## config.mk

```make
export PLATFORM = sky130hd
export DESIGN_NAME = fe_count_sel
export DESIGN_NICKNAME = d
export VERILOG_FILES = /design/src/rtl/fe_count_sel.sv
export SDC_FILE = /design/constraint.sdc
export NUM_CORES = 1
export LEC_CHECK = 0
export ABC_AREA = 1
export BUFFER_PORTS_ARGS = -buffer_cell sky130_fd_sc_hd__buf_2
export CORE_MARGIN = 1.5
export CORE_UTILIZATION = 41
export DETAILED_ROUTE_END_ITERATION = 12
export PLACE_DENSITY = 0.6
export SYNTH_ARGS = -nofsm -noshare
export SYNTH_HDL_FRONTEND = slang
export SYNTH_SLANG_ARGS = --single-unit
```

## constraint.sdc

```tcl
create_clock -name clk -period 4.2 [get_ports clk]
set_clock_uncertainty 0.1 [all_clocks]
set_input_delay 0.21 -clock clk [delete_from_list [all_inputs] [get_ports clk]]
set_output_delay 0.21 -clock clk [all_outputs]
set_load 0.05 [all_outputs]
```

## src/rtl/fe_count_sel.sv

```systemverilog
module fe_count_sel #(
  parameter int CNT_W = 16,
  parameter int FAS_W = 4
) (
  input  logic             clk,
  input  logic             rst_n,
  input  logic             e3_mode,
  input  logic [1:0]       fe_sel,
  input  logic             oof_gate_en,
  input  logic             oof_now,
  input  logic             ev_oof_entry,
  input  logic             ev_fbit,
  input  logic             ev_mbit,
  input  logic [FAS_W-1:0] fas_bit_errs,
  input  logic             ev_fas_word,
  input  logic             ev_pbit,
  input  logic             ev_cpbit,
  input  logic             ev_febe,
  input  logic             latch_stb,
  output logic [CNT_W-1:0] fe_hold,
  output logic [CNT_W-1:0] p_hold,
  output logic [CNT_W-1:0] cp_hold,
  output logic [CNT_W-1:0] febe_hold,
  output logic             illegal_cfg
);
  localparam int INC_W = FAS_W + 1;
  localparam logic [CNT_W-1:0] CMAX = {CNT_W{1'b1}};

  logic [CNT_W-1:0] fe_cnt, p_cnt, cp_cnt, febe_cnt;
  logic [INC_W-1:0] fe_inc;
  logic             blk;

  assign blk         = oof_now & ~oof_gate_en;
  assign illegal_cfg = e3_mode & (fe_sel == 2'b11);

  always_comb begin
    fe_inc = '0;
    unique case (fe_sel)
      2'b00: fe_inc = INC_W'(ev_oof_entry);
      2'b01: fe_inc = e3_mode ? INC_W'(fas_bit_errs)
                              : INC_W'(ev_fbit) + INC_W'(ev_mbit);
      2'b10: fe_inc = e3_mode ? INC_W'(ev_fas_word) : INC_W'(ev_fbit);
      2'b11: fe_inc = e3_mode ? '0 : INC_W'(ev_mbit);
    endcase
    if (blk && fe_sel != 2'b00) fe_inc = '0;
  end

  function automatic logic [CNT_W-1:0] sat_add(input logic [CNT_W-1:0] a,
                                               input logic [INC_W-1:0] b);
    logic [CNT_W:0] s;
    s = {1'b0, a} + (CNT_W+1)'(b);
    return s[CNT_W] ? CMAX : s[CNT_W-1:0];
  endfunction

  function automatic logic [CNT_W-1:0] next_cnt(input logic [CNT_W-1:0] c,
                                                input logic [INC_W-1:0] inc,
                                                input logic latch);
    return latch ? sat_add('0, inc) : sat_add(c, inc);
  endfunction

  always_ff @(posedge clk) begin
    if (!rst_n) begin
      fe_cnt <= '0; p_cnt <= '0; cp_cnt <= '0; febe_cnt <= '0;
      fe_hold <= '0; p_hold <= '0; cp_hold <= '0; febe_hold <= '0;
    end else begin
      fe_cnt   <= next_cnt(fe_cnt, fe_inc, latch_stb);
      p_cnt    <= next_cnt(p_cnt, INC_W'(ev_pbit & ~blk), latch_stb);
      cp_cnt   <= next_cnt(cp_cnt, INC_W'(ev_cpbit & ~blk), latch_stb);
      febe_cnt <= next_cnt(febe_cnt, INC_W'(ev_febe & ~blk), latch_stb);
      if (latch_stb) begin
        fe_hold   <= fe_cnt;
        p_hold    <= p_cnt;
        cp_hold   <= cp_cnt;
        febe_hold <= febe_cnt;
      end
    end
  end
endmodule


```

== Word level (Yosys, flattened, before mapping) ==
Cells that the tools add are included.
Widths: inputs -> output; s select.

* Word-level logic and storage cells: 45
* Register bits after elaboration: 128

* Bitwise gates (word level): 8
* Equality and inequality tests: 3
* Multiplexer cells: 13
* $add $sub $neg: 5
* Reduce and logical (&&, ||, !) cells: 4

{| class="wikitable"
|+ Operators with widths
! cell !! number
|-
| $add 16x5->17 || 4
|-
| $mux 16 || 4
|-
| $mux 5 || 5
|-
| $pmux 5 s4 || 1
|-
| $and 1x5->5 || 3
|-
| $not 1->5 || 1
|-
| $eq 2x2->1 const B || 2
|-
| $mux 4 || 1
|-
| $add 1x1->2 || 1
|-
| $and 1x1->1 || 2
|-
| $eq 2x1->1 const B || 1
|-
| $logic_not 2->1 || 1
|-
| $mux 1 || 2
|-
| $not 1->1 || 2
|-
| $reduce_bool 2->1 || 1
|-
| $reduce_or 2->1 || 1
|-
| $logic_and 1x1->1 || 1
|}

== Longest topological paths before layout ==
Gate-level depths: netlist of run 1.

* Word-level depth: 7
* Gate-level depth with buffers: 15
* Gate-level depth less buffers: 15

== Worst setup path after synthesis of run 1 ==
No wires, ideal clock.

* Kind: input -> register
* Start point: input port ev_fbit
* End point: register fe_cnt[10]
* Data required time: 3,989 ps
* Setup slack: 1,900 ps
* Data arrival time: 2,089 ps
* Cell stages on the path: 14
* Path buffers: 0
* Path through: ha_1 nand2_1 nand2_1 a21oi_1 a21boi_0 ha_1 fa_1 nand3_1 nand2_1 nand2_1 nor2_1 or2_1 inv_1 nor2_1

* Cells in the longest elaborated chain, start to end: 6

{| class="wikitable"
|+ Ends and longest elaborated chain
! what !! RTL line !! RTL
|-
| from (decl) || 12 || <nowiki>input logic ev_fbit,</nowiki>
|-
| $add 1x1->2 || 41 || <nowiki>: INC_W'(ev_fbit) + INC_W'(ev_mbit);</nowiki>
|-
| $mux 4 || 40 || <nowiki>2'b01: fe_inc = e3_mode ? INC_W'(fas_bit_errs)</nowiki>
|-
| $pmux 5 s4 (*) || 38 || <nowiki>unique case (fe_sel)</nowiki>
|-
| $mux 5 (*) || 45 || <nowiki>if (blk && fe_sel != 2'b00) fe_inc = '0;</nowiki>
|-
| $add 16x5->17 (*) || 51 || <nowiki>s = {1'b0, a} + (CNT_W+1)'(b);</nowiki>
|-
| $mux 16 (*) || 52 || <nowiki>return s[CNT_W] ? CMAX : s[CNT_W-1:0];</nowiki>
|-
| to (signal assigned) || 66 || <nowiki>fe_cnt <= next_cnt(fe_cnt, fe_inc, latch_stb);</nowiki>
|-
| to (decl) || 29 || <nowiki>logic [CNT_W-1:0] fe_cnt, p_cnt, cp_cnt, febe_cnt;</nowiki>
|}

Every way passes the cells marked *; elsewhere a longest branch is shown, timed or not. The select of a mux whose other input is x is not followed.
A chain may end at the register's enable or synchronous reset.

== Worst setup path after layout of run 1 ==
* Start point: input port ev_fbit
* End point: register fe_cnt[5]

Same word-level chain as after synthesis.

==> results.cfg, run 1 <==
[outcome]
status = finished, final reports clean

[flow_run]
max_cap_violations = 0

[logic_synthesis]
synth_top_family_by_area = simple AND/OR/NAND/NOR gates
yosysSeqAreaShare_pct = 43.67
synthAdderAreaFrac_pct = 2.687
synth_nets = 832
async_flop_share_pct = 0
avgSynthCellArea_um2 = 7.326
synth_top_area_share_pct = 43.67
ys_warn_count = 0
synth.most_common_cell = dfxtp_1
synthCells = 801
synthTopCellsByCount = dfxtp_1, nand2_1, nor2_1, inv_1, o21ai_0
synth_edf_count = 0
ys_top_cells_by_area = dfxtp_1, nand2_1, o21ai_0
synth_xor_area_share_pct = 3.433
synth_area_mm2 = 0.005868
muxShareOfSynthArea_pct = 0
yosysTopAreaCell = dfxtp_1
synth_ff_type = dfxtp_1
yosys_register_bits = 128
yosys.area_share.simple_pct = 26.72
synth-compound-area-share_pct = 14.99
synth_cell_types = 35

[sta]
rsz0062_at_grt = no
worstMarginPinSlew_ps = 1060
timing.final.ws_setup_ps = 2075
slew_headroom_pct = 29.24
finalMaxSlewViolations = 0
fin_hold_ws_ps = 116.2
clock.fmax_ghz = 0.4706
tns_ps = 0
finalCriticalPeriod_ps = 2125
hold_viol_final = 0
setup_viol = 0
min_period_over_period_pct = 50.59

[pwr]
internal_power_mw = 2.262
switching_share_pct = 25.72
p_leak_nw = 3.113
seqPwrFrac_pct = 41.7
power_density_mw_per_mm2 = 434.8
clock_power_share_pct = 49.4
power_switching_mw = 0.7833
peakVddDrop_v = 0.0002546
pwr-share-comb_pct = 8.9

[clocking]
max-clock-path-buffers = 2
cts_tree = yes
cts_setup_buffers = 0
htree_num_levels = 4
cts.hold.buffers_added = 0
cts-buffers-inserted = 17
clk_pin_slew_worst_paths_ps = 60
clk_latency_ps = 420
cts.sinks = 128
cts_root_buffer = clkbuf_16
post_cts_resized = 0

[setup_path]
worst-path-max-fanout = 9
worstPathRequired_ps = 4420
start_kind = input port
worst_r2r_path_depth = 10
critPathArrivalTime_ps = 2350
path_class = in -> reg
cp-end-kind = flop

[global_route]
grt_max_degree = 111
grt_use_total_pct = 19.62
overflow = 0
grt_first_pass_wirelength_um = 23320
antenna_found_initial = 0
grt_pass1_vias = 4985

[floorplanning]
die-area_mm2 = 0.01504
core.rowCount = 43
dieWidth_um = 122.6
start_util_pct = 42.11
core-area_mm2 = 0.01393
ios = 84
die_y_um = 122.6

[cells_and_area]
fin_nets = 907
fillers = 1412
stdcell_count = 1069
drive_gt1_share_pct = 17.10
n_antenna_cell = 0
syn2layout_area_growth_pct = 19.36

[place]
dp_cells = 1037
dp_hpwl_um = 9207
place_ws_ps = 1626
place_congestion = 0.8292
placement.io_buffers = 83

[hold_path]
min_path_cells = 5
holdCritPathClass = in -> reg

[detailed_routing]
drtAntennaViolNets = 0
drcViolationCount = 0
routed_wl_um = 13750
vias = 5240
dr.pass1.iters = 4
drt_iter0_drc = 366
wl_per_cell_um = 12.86
vias_per_cell = 4.902
==> layout make-up <==
type | count | area [um2] | share of cell area, %
repair buffers | 86 | 440.4 | 6.288
inverters | 97 | 364.1 | 5.198
clock inverters | 14 | 166.4 | 2.376
flip-flops and latches | 128 | 2562 | 36.58
clock buffers | 18 | 439.2 | 6.270
multi-input cells | 546 | 2806 | 40.07
well taps | 180 | 225.2 | 3.215
==> flip-flops by register name (all words and copies together), names as in the netlist <==
| register | flops |
|---|---|
| fe_hold | 16 |
| febe_hold | 16 |
| cp_hold | 16 |
| p_cnt | 16 |
| fe_cnt | 16 |
| p_hold | 16 |
| febe_cnt | 16 |
| cp_cnt | 16 |
==> power groups by stage <==
stage / clock (mW) / sequential (mW) / combinational, mW
2_1_floorplan: 0 / 1.40 / 0.0993
3_3_place_gp: 0 / 1.30 / 0.272
3_5_place_dp: 0 / 1.30 / 0.273
4_1_cts: 1.53 / 1.27 / 0.275
5_1_grt: 1.58 / 1.27 / 0.299
6_report: 1.50 / 1.27 / 0.272
==> critical path: stages <==
cell and delay [ps]:
buf_2 110, ha_1 270, nand2_1 60, nand2_1 40, a21oi_1 140, a21boi_0 120, ha_1 240, fa_1 410
nand3_1 120, nand2_1 140, nand4_2 260, nand3_1 110, nand2_1 70, inv_1 40
==> layer usage <==
metal | global-route usage (%) | share of wire (%) | vias to the layer above
li1 | - | - | 2773
met1 | 26.09 | 49 | 2348
met2 | 31.25 | 45 | 106
met3 | 5.204 | 4.5 | 13
met4 | 5.887 | 1.0 | 0
met5 | 0 | 0 | -
==> metrics by stage <==
| stage | area, um2 | total power, mW | utilization (%) |
|---|---|---|---|
| 6_report | 7004 | 3.045 | 50.26 |
| 3_3_place_gp | 6399 | 1.568 | 45.92 |
| 2_1_floorplan | 5868 | 1.502 | - |
| 4_1_cts | 7004 | 3.078 | 50.26 |
| 3_5_place_dp | 6399 | 1.570 | 45.92 |
| 5_1_grt | 7004 | 3.156 | 50.26 |
==> final timing paths <==
check	slack, ps	startpoint	endpoint
setup / recovery	2080	ev_fbit	fe_cnt[5]
hold / removal	120	ev_oof_entry	fe_cnt[0]
setup reg to reg	2240	cp_cnt[0]	cp_cnt[11]
hold reg to reg	390	fe_cnt[2]	fe_hold[2]
==> cell usage in the layout (no fill, tap or decap), types with 11 or more instances in the layout <==
cell,synthesis,layout
dfxtp_1,128,128
nor3_1,14,14
a21oi_1,70,70
inv_1,93,93
o21ai_0,80,80
nand4_1,20,20
ha_1,11,11
xor2_1,14,14
nand2_1,127,127
nand3_1,61,61
nor2_1,100,100
buf_2,3,82
clkbuf_16,0,17
==> logic make-up (layout without fill, tap and decap cells) <==
group	Yosys count	count (layout)
compound gates	166	166
xor+xnor	23	23
fa+ha+maj	12	12
buf+inv	127	215
flops	128	128
simple gates	345	345
No activity file was read; power rests on OpenSTA's default activity.
==> run 2, diff against run 1 <==
==> constraint.sdc (replaced) <==
create_clock -name clk -period 2.1 [get_ports clk]
set_clock_uncertainty 0.1 [all_clocks]
set_input_delay 0.105 -clock clk [delete_from_list [all_inputs] [get_ports clk]]
set_output_delay 0.105 -clock clk [all_outputs]
set_load 0.05 [all_outputs]
==> run 2 against run 1 <==
Compared with the run above:
- via count increased by 2.4%
- setup slack got worse by 1800 ps
- largest cell class unchanged
- sequential share of layout area decreased by 1.2 points
- clock power up 110%
- first-iteration DRC count is 3.0% lower
==> results.cfg, run 2 (synthesized netlist as in run 1, its figures left out) <==
[outcome]
status = finished, final reports clean

[detailed_routing]
drt_iter0_drc = 355
drcViolationCount = 0
dr.pass1.iters = 5
wl_per_cell_um = 12.90
drtAntennaViolNets = 0
routed_wl_um = 14120
vias = 5367
vias_per_cell = 4.906

[pwr]
p_leak_nw = 3.255
clock_power_share_pct = 50.3
power_switching_mw = 1.554
pwr-share-comb_pct = 9.0
switching_share_pct = 24.85
internal_power_mw = 4.701
peakVddDrop_v = 0.0005983
power_density_mw_per_mm2 = 863.7
seqPwrFrac_pct = 40.7

[place]
placed_area_mm2 = 0.006596
placement.io_buffers = 83
dp_cells = 1062
dp_hpwl_um = 9860
place_congestion = 0.8300

[setup_path]
cp-end-kind = flop
worst_r2r_path_depth = 10
crit_top_cell = nand2_1
path_class = in -> reg
start_kind = input port
reg2reg_from = cp_cnt[0]
path_buf_inv = 2
max_stage_delay_ps = 360
critPathArrivalTime_ps = 2080
path_cells = buf_2 -> ha_1 -> nand2_1 -> nand2_1 -> a21oi_1 -> a21boi_0 -> ha_2 -> fa_2 -> nand3_2 -> nand2_2 -> nand2_1 -> nor2_1 -> or2_1 -> inv_1 -> nor2_1
reg2reg_to = cp_cnt[10]
worstPathRequired_ps = 2310
cp_slowest_cell = fa_2
critPathTopFamily = adder cells
worst-path-max-fanout = 5
r2r_slack_ps = 310

[sta]
hold_viol_final = 0
fin_hold_ws_ps = 31.37
min_period_over_period_pct = 88.82
tns_ps = 0
rsz0062_at_grt = no
setup_viol = 0
finalMaxSlewViolations = 0
finalCriticalPeriod_ps = 1865
slew_headroom_pct = 50.89
clock.fmax_ghz = 0.5361
worstMarginPinSlew_ps = 735.5

[global_route]
grt_first_pass_wirelength_um = 23990
antenna_found_initial = 0
grt_use_total_pct = 20.21
grt_pass1_vias = 5052
grt_max_degree = 72
overflow = 0

[clocking]
htree_num_levels = 4
post_cts_resized = 0
cts_setup_buffers = 0
cts_tree = yes
max-clock-path-buffers = 2
clk_latency_ps = 420
cts_root_buffer = clkbuf_16
clk_pin_slew_worst_paths_ps = 60
cts-buffers-inserted = 17
cts.sinks = 128
cts.hold.buffers_added = 0

[floorplanning]
die_y_um = 122.6
ios = 84
core-area_mm2 = 0.01393
start_util_pct = 42.11
dieWidth_um = 122.6
die-area_mm2 = 0.01504
core.rowCount = 43

[hold_path]
hp-start = fas_bit_errs[3]
min_path_cells = 5
hold_path_end = fe_cnt[3]
holdCritPathClass = in -> reg

[cells_and_area]
stdcell_count = 1094
syn2layout_area_growth_pct = 23.41
drive_gt1_share_pct = 19.80
multiInputGateArea_mm2 = 0.002828
layout.cells.most_common = dfxtp_1
regArea_mm2 = 0.002562
layout_common_cells = dfxtp_1, nand2_1, nor2_1
n_antenna_cell = 0
fin_nets = 932
fillers = 1407
final_area_mm2 = 0.007242
post-route-util_pct = 51.97

[flow_run]
max_cap_violations = 0
-- run 2: layout make-up --
cell class / instances / area share, %
clock buffer: 19 / 6.254
clock inverter: 13 / 2.540
inverter: 97 / 5.028
multi-input combinational: 546 / 39.05
sequential: 128 / 35.38
tap: 180 / 3.110
timing repair buffer: 111 / 8.639
-- run 2: worst min-delay path: stages --
cell	delay [ps]
buf_2	100
nand2_1	50
nor2_1	60
o21ai_0	140
a21oi_1	50
-- run 2: metrics by stage --
| stage | worst slack, ps | power, mW |
|---|---|---|
| after global routing | 70.98 | 6.492 |
| after floorplan | 36.02 | 3.007 |
| after global placement | -175.3 | 3.159 |
| final | 234.8 | 6.255 |
| after detailed placement | -212.2 | 3.164 |
| after CTS | 231.7 | 6.324 |
-- run 2: metal layers --
layer  vias to the layer above  GRT usage, %  wire [um]
li1                       2839             -          -
met1                      2428         27.56       7156
met2                        86         31.39       6257
met3                        14         5.112        508
met4                         0         6.323        195
met5                         -             0          0
-- run 2: power groups by stage --
| stage | logic [mW] | clock network [mW] | registers [mW] |
|---|---|---|---|
| after floorplan | 0.200 | 0 | 2.81 |
| after global placement | 0.564 | 0 | 2.60 |
| after detailed placement | 0.568 | 0 | 2.60 |
| after CTS | 0.570 | 3.21 | 2.54 |
| after global routing | 0.622 | 3.32 | 2.55 |
| final | 0.564 | 3.15 | 2.54 |
-- run 2: worst max-delay path by stage --
stage / start / endpoint / slack, ps / depth (start not counted)
5_1_grt: fe_sel[1] / fe_cnt[14] / 70 / 13
2_1_floorplan: ev_fbit / fe_cnt[10] / 40 / 14
6_report: ev_fbit / fe_cnt[10] / 230 / 15
3_5_place_dp: fe_sel[1] / fe_cnt[9] / -210 / 12
3_3_place_gp: fe_sel[1] / fe_cnt[14] / -180 / 12
4_1_cts: fe_sel[1] / fe_cnt[15] / 230 / 12
